$ cat config.mk
export PLATFORM = sky130hd
export DESIGN_NAME = evtctr_bank
export DESIGN_NICKNAME = d
export VERILOG_FILES = /design/src/rtl/evtctr_pkg.sv /design/src/rtl/evtctr_slice.sv /design/src/rtl/evtctr_datapath.sv /design/src/rtl/evtctr_ctrl.sv /design/src/rtl/evtctr_bank.sv
export SDC_FILE = /design/constraint.sdc
export NUM_CORES = 1
export LEC_CHECK = 0
export BUFFER_PORTS_ARGS = -buffer_cell sky130_fd_sc_hd__buf_2
export CAP_MARGIN = 30
export CORE_MARGIN = 1.5
export CORE_UTILIZATION = 29
export DETAILED_ROUTE_END_ITERATION = 16
export PLACE_DENSITY = 0.43
export SLEW_MARGIN = 10
export SYNTH_ARGS = -nofsm -noshare
export SYNTH_HDL_FRONTEND = slang
export SYNTH_SLANG_ARGS = --single-unit
$ cat constraint.sdc
create_clock -name clk -period 3.2 [get_ports clk]
set_input_delay 0.64 -clock clk [delete_from_list [all_inputs] [get_ports clk]]
set_output_delay 0.64 -clock clk [all_outputs]
set_load 0.02 [all_outputs]
$ cat src/rtl/evtctr_pkg.sv
package evtctr_pkg;
  parameter int PHYS_CNT = 4;
  parameter int CTR_W = 32;
  localparam int HALF_W = CTR_W / 2;
  localparam int LOG_CNT = 2 * PHYS_CNT;

  // Strobes from the register control to the counter datapath
  typedef struct packed {
    logic                countEn;
    logic                commit;
    logic [PHYS_CNT-1:0] split;
    logic [PHYS_CNT-1:0] latchWr;
    logic [CTR_W-1:0]    latchData;
  } ctrl_strb_t;
endpackage

$ cat src/rtl/evtctr_slice.sv
module evtctr_slice #(
  parameter int CTR_W = 32
) (
  input  logic             clk,
  input  logic             rstN,
  input  logic             countEn,
  input  logic             split,
  input  logic             evtHi,
  input  logic             evtLo,
  input  logic             latchWr,
  input  logic [CTR_W-1:0] latchData,
  input  logic             commit,
  output logic [CTR_W-1:0] view,
  output logic             ovfHi,
  output logic             ovfLo
);
  localparam int HALF_W = CTR_W / 2;

  logic [CTR_W-1:0] liveQ;
  logic [CTR_W-1:0] liveNext;
  logic [CTR_W-1:0] latchQ;
  logic             pendQ;
  logic             incHi;
  logic             incLo;
  logic             loadNow;

  assign incHi   = countEn & evtHi;
  assign incLo   = countEn & evtLo & split;
  assign loadNow = commit & pendQ;

  always_comb begin
    liveNext = liveQ;
    ovfHi    = 1'b0;
    ovfLo    = 1'b0;
    if (loadNow) begin
      liveNext = latchQ;
    end else if (split) begin
      if (incHi) begin
        liveNext[CTR_W-1:HALF_W] = liveQ[CTR_W-1:HALF_W] + HALF_W'(1);
        ovfHi = &liveQ[CTR_W-1:HALF_W];
      end
      if (incLo) begin
        liveNext[HALF_W-1:0] = liveQ[HALF_W-1:0] + HALF_W'(1);
        ovfLo = &liveQ[HALF_W-1:0];
      end
    end else if (incHi) begin
      liveNext = liveQ + CTR_W'(1);
      ovfHi    = &liveQ;
    end
  end

  always_ff @(posedge clk) begin
    if (!rstN) begin
      liveQ  <= '0;
      latchQ <= '0;
      pendQ  <= 1'b0;
    end else begin
      liveQ <= liveNext;
      if (latchWr) begin
        latchQ <= latchData;
        pendQ  <= 1'b1;
      end else if (commit) begin
        pendQ <= 1'b0;
      end
    end
  end

  assign view = pendQ ? latchQ : liveQ;
endmodule

$ cat src/rtl/evtctr_datapath.sv
module evtctr_datapath
  import evtctr_pkg::*;
(
  input  logic                           clk,
  input  logic                           rstN,
  input  ctrl_strb_t                     strb,
  input  logic [LOG_CNT-1:0]             evt,
  output logic [PHYS_CNT-1:0][CTR_W-1:0] viewVal,
  output logic [LOG_CNT-1:0]             ovf
);
  for (genvar p = 0; p < PHYS_CNT; p++) begin : g_slice
    evtctr_slice #(.CTR_W(CTR_W)) slice_i (
      .clk      (clk),
      .rstN     (rstN),
      .countEn  (strb.countEn),
      .split    (strb.split[p]),
      .evtHi    (evt[p]),
      .evtLo    (evt[p+PHYS_CNT]),
      .latchWr  (strb.latchWr[p]),
      .latchData(strb.latchData),
      .commit   (strb.commit),
      .view     (viewVal[p]),
      .ovfHi    (ovf[p]),
      .ovfLo    (ovf[p+PHYS_CNT])
    );
  end
endmodule

$ cat src/rtl/evtctr_ctrl.sv
module evtctr_ctrl
  import evtctr_pkg::*;
#(
  parameter int ADDR_W     = 4,
  parameter int ENABLE_BIT = 31
) (
  input  logic                           clk,
  input  logic                           rstN,
  input  logic                           regWrEn,
  input  logic                           regRdEn,
  input  logic [ADDR_W-1:0]              regAddr,
  input  logic [2*CTR_W-1:0]             regWrData,
  output logic [2*CTR_W-1:0]             regRdData,
  output logic                           regRdValid,
  output logic                           irq,
  input  logic [PHYS_CNT-1:0][CTR_W-1:0] viewVal,
  input  logic [LOG_CNT-1:0]             ovf,
  output ctrl_strb_t                     strb
);
  localparam int REG_W      = CTR_W;
  localparam int LOG_IDX_W  = $clog2(LOG_CNT);
  localparam int PHYS_IDX_W = $clog2(PHYS_CNT);
  localparam logic [ADDR_W-1:0] ADDR_CTRL = ADDR_W'(0);
  localparam logic [ADDR_W-1:0] ADDR_STAT = ADDR_W'(1);

  logic [REG_W-1:0]      wrWord;
  logic [REG_W-1:0]      unusedLowWr;
  logic                  isCtrl;
  logic                  isStat;
  logic                  isCtr;
  logic [LOG_IDX_W-1:0]  logIdx;
  logic [PHYS_IDX_W-1:0] physIdx;
  logic                  isLower;
  logic [CTR_W-1:0]      selVal;
  logic [CTR_W-1:0]      mergeVal;
  logic [REG_W-1:0]      rdWord;

  logic                  enReg;
  logic [PHYS_CNT-1:0]   splitReg;
  logic [LOG_CNT-1:0]    maskReg;
  logic [LOG_CNT-1:0]    flagsQ;

  assign wrWord      = regWrData[2*REG_W-1:REG_W];
  assign unusedLowWr = regWrData[REG_W-1:0];

  assign isCtrl  = (regAddr == ADDR_CTRL);
  assign isStat  = (regAddr == ADDR_STAT);
  assign isCtr   = regAddr[ADDR_W-1];
  assign logIdx  = regAddr[LOG_IDX_W-1:0];
  assign physIdx = logIdx[PHYS_IDX_W-1:0];
  assign isLower = logIdx[PHYS_IDX_W];
  assign selVal  = viewVal[physIdx];

  // Merge a half-width write into the currently readable value
  always_comb begin
    mergeVal = wrWord;
    if (splitReg[physIdx]) begin
      if (isLower) mergeVal = {selVal[CTR_W-1:HALF_W], wrWord[HALF_W-1:0]};
      else         mergeVal = {wrWord[HALF_W-1:0], selVal[HALF_W-1:0]};
    end
  end

  always_comb begin
    strb.countEn   = enReg;
    strb.split     = splitReg;
    strb.commit    = regWrEn & isCtrl & wrWord[ENABLE_BIT];
    strb.latchData = mergeVal;
    for (int p = 0; p < PHYS_CNT; p++) begin
      strb.latchWr[p] = regWrEn & isCtr & (physIdx == PHYS_IDX_W'(p));
    end
  end

  always_comb begin
    rdWord = '0;
    if (isCtrl) begin
      rdWord[ENABLE_BIT]   = enReg;
      rdWord[PHYS_CNT-1:0] = splitReg;
    end else if (isStat) begin
      rdWord[LOG_CNT-1:0] = flagsQ;
    end else if (isCtr) begin
      if (splitReg[physIdx]) begin
        rdWord = isLower ? {{HALF_W{1'b0}}, selVal[HALF_W-1:0]}
                         : {{HALF_W{1'b0}}, selVal[CTR_W-1:HALF_W]};
      end else begin
        rdWord = selVal;
      end
    end
  end

  always_ff @(posedge clk) begin
    if (!rstN) begin
      enReg      <= 1'b0;
      splitReg   <= '0;
      maskReg    <= '0;
      flagsQ     <= '0;
      regRdData  <= '0;
      regRdValid <= 1'b0;
    end else begin
      if (regWrEn && isCtrl) begin
        enReg    <= wrWord[ENABLE_BIT];
        splitReg <= wrWord[PHYS_CNT-1:0];
      end
      if (regWrEn && isStat) maskReg <= wrWord[LOG_CNT-1:0];
      if (regRdEn && isStat) flagsQ <= ovf;
      else                   flagsQ <= flagsQ | ovf;
      regRdValid <= regRdEn;
      regRdData  <= regRdEn ? {rdWord, {REG_W{1'b0}}} : '0;
    end
  end

  assign irq = |(flagsQ & maskReg);
endmodule

$ cat src/rtl/evtctr_bank.sv
module evtctr_bank
  import evtctr_pkg::*;
#(
  parameter int ADDR_W     = 4,
  parameter int ENABLE_BIT = 31
) (
  input  logic               clk,
  input  logic               rstN,
  input  logic               regWrEn,
  input  logic               regRdEn,
  input  logic [ADDR_W-1:0]  regAddr,
  input  logic [2*CTR_W-1:0] regWrData,
  output logic [2*CTR_W-1:0] regRdData,
  output logic               regRdValid,
  input  logic [LOG_CNT-1:0] evtStrobe,
  output logic               irq
);
  ctrl_strb_t                     ctrlStrb;
  logic [PHYS_CNT-1:0][CTR_W-1:0] viewVal;
  logic [LOG_CNT-1:0]             ovf;

  evtctr_ctrl #(.ADDR_W(ADDR_W), .ENABLE_BIT(ENABLE_BIT)) ctrl_i (
    .clk       (clk),
    .rstN      (rstN),
    .regWrEn   (regWrEn),
    .regRdEn   (regRdEn),
    .regAddr   (regAddr),
    .regWrData (regWrData),
    .regRdData (regRdData),
    .regRdValid(regRdValid),
    .irq       (irq),
    .viewVal   (viewVal),
    .ovf       (ovf),
    .strb      (ctrlStrb)
  );

  evtctr_datapath dp_i (
    .clk    (clk),
    .rstN   (rstN),
    .strb   (ctrlStrb),
    .evt    (evtStrobe),
    .viewVal(viewVal),
    .ovf    (ovf)
  );
endmodule

==> run summary, run 1 <==
The slew at the pin with the worst max-slew slack is 0.7466 ns. After clock tree synthesis, the flow added hold-fix buffers numbering 0. Clock-pin slew was measured on the worst setup and hold paths at 0.06 ns. The cell sitting at the root of the clock tree is a sky130_fd_sc_hd__clkbuf_16. The slowest library cell on the worst path was sky130_fd_sc_hd__dfxtp_1. The worst hold path was traced through 3 stages.

The logs give 260.1 uV for the largest vdd supply drop and 0.3359 for the final cell utilization of the core. The worst setup path category is flip-flop to flip-flop. The post-synthesis cell type with the largest combined area is sky130_fd_sc_hd__dfxtp_1.

The share of the synthesized area in the top cell type was 0.3715. Setup total negative slack on the finished layout was measured at 0 ns. The routed layout has 15836 vias. The run gives 39 as the CTS buffer count. The max-slew headroom at the worst pin came out at 0.5010. The post-layout net count is 2150, and the final wirelength is 66430 um.

The share of the cycle needed by the critical path after routing is 0.8089. The number of antenna violations at the first check in global routing is 3, and the biggest fanout along the worst timing path is 12. The synthesized area per cell is 8.344 um^2, and the count of standard-cell rows is 88. Data arrives at the worst endpoint at 3.07 ns. For the total global routing track utilization, the log shows 0.2175.

The startpoint kind of the worst setup timing path was a flip-flop. After legalization and detailed placement, the total HPWL measured 50110 um. Traced cell by cell, the critical path runs through and2_1 > nand4_1 > a211oi_2 > nand4_1 > a21oi_1. The cell area that synthesis handed to floorplanning was 0.01692 mm^2. STA classifies the critical path endpoint as a flip-flop. The floorplan step defined a core boundary enclosing 0.05770 mm^2.

Before antenna repair, the detailed router went through 5 iterations. The number of top-level design ports is 146. Setup repair after global routing left no endpoint under its margin. The shortest clock period the worst path allows after layout works out to 2.588 ns. TritonCTS built the clock tree. The number of setup buffers added after CTS is 0.

For the count of unresolved DRC violations after routing, the log shows 0. The min-delay analysis places its worst path in the category input pin to flip-flop. Synthesis inferred 314 register bits.

Count of max-cap constraint violations: 0. The final weighted congestion in routability-driven placement was 0.9140; the initial core utilization was 0.2933. The run finished with clean final reports. In this run the static leakage power is 6.732 nW. Floorplan die area: 0.05981 mm^2. The clock insertion delay at the later pin of the skew report is 0.57 ns. The maximum number of pins on one net before global-route repair was 105; the worst path required time was 3.68 ns. Synthesis produced 2028 cells.

The power density relative to cell area was 461.8 mW/mm^2; the count of cells resized by post-cts repair was 0. Dividing the detail-routed wire length by the instance count gives 23.24 um. Yosys printed 0 warnings.

Sorting the synthesized cells by area gives the leading types as sky130_fd_sc_hd__dfxtp_1 (37%), sky130_fd_sc_hd__mux2i_1 (5.3%), sky130_fd_sc_hd__nor2_1 (5.3%). The clock net sink count is 314, and the number of vias per cell is 5.541. The floorplan step set the die height to 244.6 um.

The max-slew violation count was 0; the hold violation count in the final report was 0. For this run, the leading register cell type out of synthesis is sky130_fd_sc_hd__dfxtp_1. Number of cell instances on the worst register-to-register path: 5. The tools report the wire length of the first global-routing pass as 97410 um. In this run the most critical hold path is launched from regWrData[36].

Setup violations remaining at the end of the flow were counted as 0. In this run the number of H-tree levels came out at 2. The tools report the global route total overflow as 0. Beginning of the worst register-to-register path: ctrl_i.enReg. Static timing analysis puts the maximum clock frequency at 0.3863 GHz. The proportion of layout cells with a drive suffix above 1 was 0.1488.

The clock passes through at most 3 buffers. The worst hold path terminates at ctrl_i.maskReg[4]. The run gives 0.01497 ns as the final worst clock skew. For flop-to-flop paths, the worst setup slack is 0.61 ns. In this run, the number of DRC markers left after iteration 0 of detailed routing was 1588. The delay contributed by the slowest stage of the critical path is 0.70 ns. The synthesized design contains 0 enable-type register cells. The final antenna-violating net count is 0, and the port buffer count is 81. The number of distinct library cells after synthesis is 62. The run gives 14509 as the number of global-route vias before repair. The part of the Yosys area used for sequential elements is 0.3715.

Width of the chip: 244.6 um. By instance count, the cell type seen most on the critical path is sky130_fd_sc_hd__nand4_1. The synthesis-to-layout area growth is 14.51%, and the number of filler instances in the final layout is 6103. Endpoint of the most critical register-to-register path: ctrl_i.flagsQ[2]. The async set-reset flop share out of synthesis came out at 0.
## state kept, by name, summed over array words and instances (netlist names)
signal / count
dp_i.g_slice.slice_i.pendQ: 4
dp_i.g_slice.slice_i.latchQ: 128
dp_i.g_slice.slice_i.liveQ: 128
ctrl_i.flagsQ: 8
ctrl_i.enReg: 1
ctrl_i.splitReg: 4
ctrl_i.regRdValid: 1
ctrl_i.regRdData: 32
ctrl_i.maskReg: 8
## cells in the final DEF (no fill, tap or decap), types with 41 or more instances in the layout
master                      count
sky130_fd_sc_hd__dfxtp_1      310
sky130_fd_sc_hd__nor2_1       240
sky130_fd_sc_hd__o21ai_0      164
sky130_fd_sc_hd__nand2_1      136
sky130_fd_sc_hd__nand3_1      113
sky130_fd_sc_hd__mux2i_1       90
sky130_fd_sc_hd__buf_2         80
sky130_fd_sc_hd__a21oi_1       73
sky130_fd_sc_hd__a211oi_1      71
sky130_fd_sc_hd__buf_4         61
sky130_fd_sc_hd__o31ai_1       60
sky130_fd_sc_hd__mux2_2        59
sky130_fd_sc_hd__xnor2_1       44
sky130_fd_sc_hd__nand4_1       42
sky130_fd_sc_hd__clkbuf_16     41
## power breakdown
| part | internal (mW) | total (mW) | switching [mW] |
|---|---|---|---|
| Clock | 2.53 | 4.33 | 1.80 |
| Combinational | 0.180 | 0.609 | 0.430 |
| Sequential | 3.96 | 4.01 | 0.0508 |
## cell usage after synthesis, types with 4 or more instances
cell / n
sky130_fd_sc_hd__dfxtp_1: 314
sky130_fd_sc_hd__nor2_1: 240
sky130_fd_sc_hd__o21ai_0: 164
sky130_fd_sc_hd__nand2_1: 137
sky130_fd_sc_hd__clkbuf_1: 117
sky130_fd_sc_hd__nand3_1: 116
sky130_fd_sc_hd__mux2i_1: 90
sky130_fd_sc_hd__a21oi_1: 73
sky130_fd_sc_hd__a211oi_1: 71
sky130_fd_sc_hd__o31ai_1: 60
sky130_fd_sc_hd__mux2_2: 59
sky130_fd_sc_hd__xnor2_1: 44
sky130_fd_sc_hd__nand4_1: 42
sky130_fd_sc_hd__a31oi_1: 40
sky130_fd_sc_hd__and3_1: 39
sky130_fd_sc_hd__buf_4: 33
sky130_fd_sc_hd__or3_1: 33
sky130_fd_sc_hd__xor2_1: 32
sky130_fd_sc_hd__nor3_1: 28
sky130_fd_sc_hd__and4_1: 24
sky130_fd_sc_hd__a311oi_1: 23
sky130_fd_sc_hd__buf_2: 22
sky130_fd_sc_hd__a22oi_1: 20
sky130_fd_sc_hd__inv_1: 17
sky130_fd_sc_hd__or4_1: 17
sky130_fd_sc_hd__o22ai_1: 16
sky130_fd_sc_hd__nor2b_1: 15
sky130_fd_sc_hd__mux4_2: 14
sky130_fd_sc_hd__a221oi_1: 13
sky130_fd_sc_hd__and2_1: 13
sky130_fd_sc_hd__buf_1: 12
sky130_fd_sc_hd__nor4_1: 10
sky130_fd_sc_hd__ha_1: 8
sky130_fd_sc_hd__or2_2: 8
sky130_fd_sc_hd__o2111ai_1: 5
sky130_fd_sc_hd__o221a_2: 5
sky130_fd_sc_hd__a211oi_2: 4
sky130_fd_sc_hd__a21o_1: 4
sky130_fd_sc_hd__a221o_1: 4
sky130_fd_sc_hd__nand4b_1: 4
sky130_fd_sc_hd__o21a_1: 4
## worst max path at each step
| stage | cells after the start | startpoint | endpoint |
|---|---|---|---|
| after global routing | 5 | ctrl_i.enReg | ctrl_i.flagsQ[2] |
| after global placement | 5 | regAddr[0] | dp_i.g_slice[1].slice_i.latchQ[9] |
| after CTS | 5 | ctrl_i.enReg | ctrl_i.flagsQ[2] |
| final | 5 | ctrl_i.enReg | ctrl_i.flagsQ[2] |
| after floorplan | 8 | regAddr[1] | dp_i.g_slice[3].slice_i.latchQ[10] |
| after detailed placement | 5 | regAddr[0] | dp_i.g_slice[1].slice_i.latchQ[12] |
## cells by family after synthesis
family | synth area share
AND/OR/NAND/NOR | 0.2154
other | 0.0002216
adder cells (fa/ha/maj) | 0.005915
AO/OA/AOI/OAI | 0.2017
XOR/XNOR | 0.03933
multiplexers | 0.1111
buffers and inverters | 0.05486
flip-flops | 0.3715
## cell type report
type | count | area, um^2 | area share
multi-input cells | 1540 | 9844 | 0.5080
flip-flops and latches | 314 | 6291 | 0.3246
clock buffers | 62 | 1185 | 0.06114
repair buffers | 147 | 978.4 | 0.05049
well taps | 765 | 957.2 | 0.04939
inverters | 20 | 77.57 | 0.004003
clock inverters | 7 | 37.54 | 0.001937
diodes | 3 | 7.507 | 0.0003874
## through the flow
stage	instances	power, mW	hold WS (ns)	cell area, um^2	setup slack (ns)
floorplan	2059	4.477	0.4449	17040	0.9182
global placement	2785	4.697	0.4649	18140	0.4035
detailed placement	2786	4.700	0.4759	18150	0.3372
CTS	2855	9.039	0.3808	19370	0.5954
global route	2855	9.233	0.4141	19370	0.4140
finish	2858	8.948	0.3996	19380	0.6116
## worst max-delay path: cells and delay by family, from the launching register on
kind / cells / cell delay [ns]
and+or+nand+nor: 3 / 1.11
DFF: 1 / 0.70
AOI/OAI and AO/OA: 2 / 0.68
## per-layer routing
metal,vias to the layer above,track usage,part of all wire
met4,0,0.08696,0.036
li1,7500,-,-
met2,594,0.3032,0.40
met1,7654,0.3317,0.49
met3,88,0.02777,0.070
met5,-,0,0
No activity file was read; power rests on OpenSTA's default activity.
==> inputs of run 2 (changes only) <==
- clock period: 3.2 -> 2.42 ns (I/O delays scaled with it)
==> run 2 against run 1 <==
Compared with the run above:
- final cell count grew 2.3%
- register-to-register slack lost 0.48 ns
- non-clock buffer count grew 69
- first-iteration DRC count grew 0.25%
- core utilization grew 1.4 points
- hold slack lost 0.16 ns
- critical path depth shrank 2
- critical endpoint is now irq
==> run summary, run 2 (synthesized netlist as in run 1, its figures left out) <==
Floorplan die area: 0.05981 mm^2 (unchanged). In the final layout, the registers with the most flip-flops are dp_i.g_slice.slice_i.latchQ (128), dp_i.g_slice.slice_i.liveQ (128), ctrl_i.regRdData (32). For the number of search-and-repair iterations in the first detailed-routing pass, the log shows 8 (+3). The tree is rooted in a sky130_fd_sc_hd__clkbuf_16. Setup repair after global routing left no endpoint under its margin. TritonCTS built the clock tree.

The synthesis-to-layout area growth came out at 19.12%. For the leakage power, the log shows 7.190 nW (+6.8%). For the number of setup buffers added after CTS, the log shows 0 (unchanged). The maximum number of buffers from clock root to sink came out at 3 (unchanged). The tools report the clock insertion delay at the later pin of the skew report as 0.57 ns (about the same).

The run gives 0 (unchanged) as the count of max-cap constraint violations. The slack of the worst reg-to-reg path is 0.13 ns (-0.48 ns), and the detailed placement HPWL is 51020 um (+1.8%). The power density relative to cell area was 626.4 mW/mm^2 (+36%); the overall die height was 244.6 um (unchanged). For the initial core utilization, the log shows 0.2933 (unchanged). Endpoint of the most critical register-to-register path: dp_i.g_slice[1].slice_i.liveQ[24]. Leaving out fill and tap cells, the most frequent cell in the layout is sky130_fd_sc_hd__dfxtp_1. The run gives 0.009886 ns (-0.005082 ns) as the final worst clock skew. The global route total overflow came out at 0 (unchanged). The endpoint type of the worst setup path is an output port. The wire length of the first global-routing pass was 99030 um (+1.7%). The slew at the pin with the worst max-slew slack was 0.7493 ns (+0.002639 ns); the post-layout net count was 2219 (+3.2%). The maximum number of pins on one net before global-route repair was 108 (+2.9%). For the area of the core, the log shows 0.05770 mm^2 (unchanged). The width of the chip was 244.6 um (unchanged). The critical path launch point was ctrl_i.flagsQ[5]. The logs give 67140 um (+1.1%) for the final wirelength and 0 (unchanged) for the final setup violation count. The clock period could shrink to 2.347 ns.

The tools report the accumulated negative setup slack as 0 ns (unchanged). Biggest fanout along the worst timing path: 3 (-9). The worst setup path is launched from a flip-flop.

The total global routing track utilization is 0.2218 (+0.004233). Traced cell by cell, the critical path runs through a22oi_1 > nand4_1 > buf_2. The path class of the tightest hold or removal check is input pin to flip-flop. The max-slew violation count came out at 0 (unchanged).

The count of standard-cell rows is 88 (unchanged), and the clock net sink count is 314 (unchanged). For the number of antenna violations at the first check in global routing, the log shows 2 (-1). In the layout the commonest cells are sky130_fd_sc_hd__dfxtp_1 (310), sky130_fd_sc_hd__nor2_1 (240), sky130_fd_sc_hd__o21ai_0 (164). By startpoint and endpoint, the worst setup path is classified as flip-flop to output port. The wire length per cell works out to 22.95 um (-1.2%). The proportion of layout cells with a drive suffix above 1 is 0.1802 (+0.03137), and the number of vias per cell is 5.474 (-1.2%).

The logs give 0.006291 mm^2 (unchanged) for the register area and 1.86 ns (-1.21 ns) for the signal arrival time at the worst endpoint. Beginning of the worst register-to-register path: ctrl_i.enReg. The logs give 1592 (+0.25%) for the iteration-0 DRC count of the detailed router and 0.009844 mm^2 (unchanged) for the total area of multi-input combinational cells. The count of cells along the worst hold path is 3 (unchanged), and the number of cell instances on the worst register-to-register path is 6 (+1). The total power of the final layout is 12.63 mW (+41%). The clock transition at the register clock pins on the worst setup and hold paths after CTS was 0.06 ns (about the same); the via total after detailed routing was 16010 (+1.1%). Share of the cycle needed by the critical path after routing: 0.9697.

The startpoint identified for the worst hold timing path is regWrData[36]. The final antenna-violating net count is 0 (unchanged). The number of top-level design ports was 146 (unchanged); the final weighted congestion in routability-driven placement was 0.9027 (-1.2%). The number of buffers added to fix hold violations after cts came out at 0 (unchanged). The largest vdd supply drop was 396.4 uV (+52%); the number of global-route vias before repair was 14942 (+3.0%).

The run gives 0 (unchanged) as the count of unresolved DRC violations after routing. For the hold violation count in the final report, the log shows 0 (unchanged). The run finished with clean final reports. The delay contributed by the slowest stage of the critical path was 0.49 ns (-0.21 ns); the port buffer count was 81 (unchanged).

Based on the critical path, the design can be clocked at up to 0.4262 GHz. The worst hold path terminates at ctrl_i.maskReg[4]. The max-slew headroom at the worst pin was 0.5005 (-0.0005540); the number of filler instances in the final layout was 6100 (-0.049%). The CTS buffer count came out at 39 (unchanged). The count of H-tree levels built during CTS is 2 (unchanged), and the count of cells resized by post-cts repair is 0 (unchanged). The worst path required time came out at 1.94 ns (-1.74 ns). The largest individual stage delay along the critical path comes from the cell sky130_fd_sc_hd__a22oi_1.
## run 2: changes by cell type in the layout (fill, tap and decap cells not counted)
cell,delta
sky130_fd_sc_hd__clkinvlp_4,-1
sky130_fd_sc_hd__bufinv_16,+7
sky130_fd_sc_hd__clkbuf_8,-2
sky130_fd_sc_hd__clkinv_2,+5
sky130_fd_sc_hd__diode_2,-2
sky130_fd_sc_hd__clkbuf_1,-9
sky130_fd_sc_hd__buf_12,+8
sky130_fd_sc_hd__buf_4,+61
## run 2: critical path, delay by kind of cell, from the launching register on
family	cells	cell delay (ns)
AO/OA/AOI/OAI	1	0.49
buffers and inverters	1	0.22
AND/OR/NAND/NOR	1	0.24
flip-flops	1	0.35
## run 2: how the worst max path moves through the flow
| stage | to | slack (ns) | depth (start not counted) |
|---|---|---|---|
| after floorplan | dp_i.g_slice[3].slice_i.latchQ[10] | 0.29 | 8 |
| after detailed placement | dp_i.g_slice[0].slice_i.latchQ[12] | 0.01 | 7 |
| after CTS | dp_i.g_slice[1].slice_i.liveQ[24] | 0.16 | 6 |
| after global placement | dp_i.g_slice[1].slice_i.latchQ[12] | 0.03 | 7 |
| after global routing | dp_i.g_slice[0].slice_i.liveQ[28] | 0.04 | 5 |
| final | irq | 0.07 | 3 |
## run 2: where the power goes
group          internal (mW)  switching (mW)  leakage [nW]  total, mW
Combinational          0.289           0.581          3.96      0.870
Sequential              5.24          0.0687          2.54       5.31
Clock                   4.01            2.44         0.695       6.45
Total                   9.54            3.09          7.19       12.6
## run 2: final cells by class
cell class,instances,share of cell area
Antenna cell,1,0.0001241
Clock buffer,51,0.05574
Clock inverter,18,0.01316
Inverter,20,0.003848
Multi-Input combinational cell,1540,0.4884
Sequential cell,314,0.3121
Tap cell,765,0.04748
Timing Repair Buffer,216,0.07920
## run 2: per-stage QoR
stage | instance area [um^2] | setup WS (ns) | hold slack [ns] | instances | util
after global placement | 18770 | 0.03304 | 0.4659 | 2855 | 0.3253
final | 20160 | 0.07342 | 0.2390 | 2925 | 0.3494
after floorplan | 17040 | 0.2942 | 0.4449 | 2059 | -
after global routing | 20160 | 0.04052 | 0.2485 | 2924 | 0.3493
after detailed placement | 18770 | 0.01012 | 0.4768 | 2855 | 0.3253
after CTS | 20160 | 0.1563 | 0.2399 | 2924 | 0.3493
## run 2: routing by layer
| metal | GRT usage | wire length [um] |
|---|---|---|
| met5 | 0 | 15 |
| met4 | 0.07516 | 2163 |
| met3 | 0.04225 | 5032 |
| met2 | 0.3137 | 27100 |
| met1 | 0.3309 | 32830 |
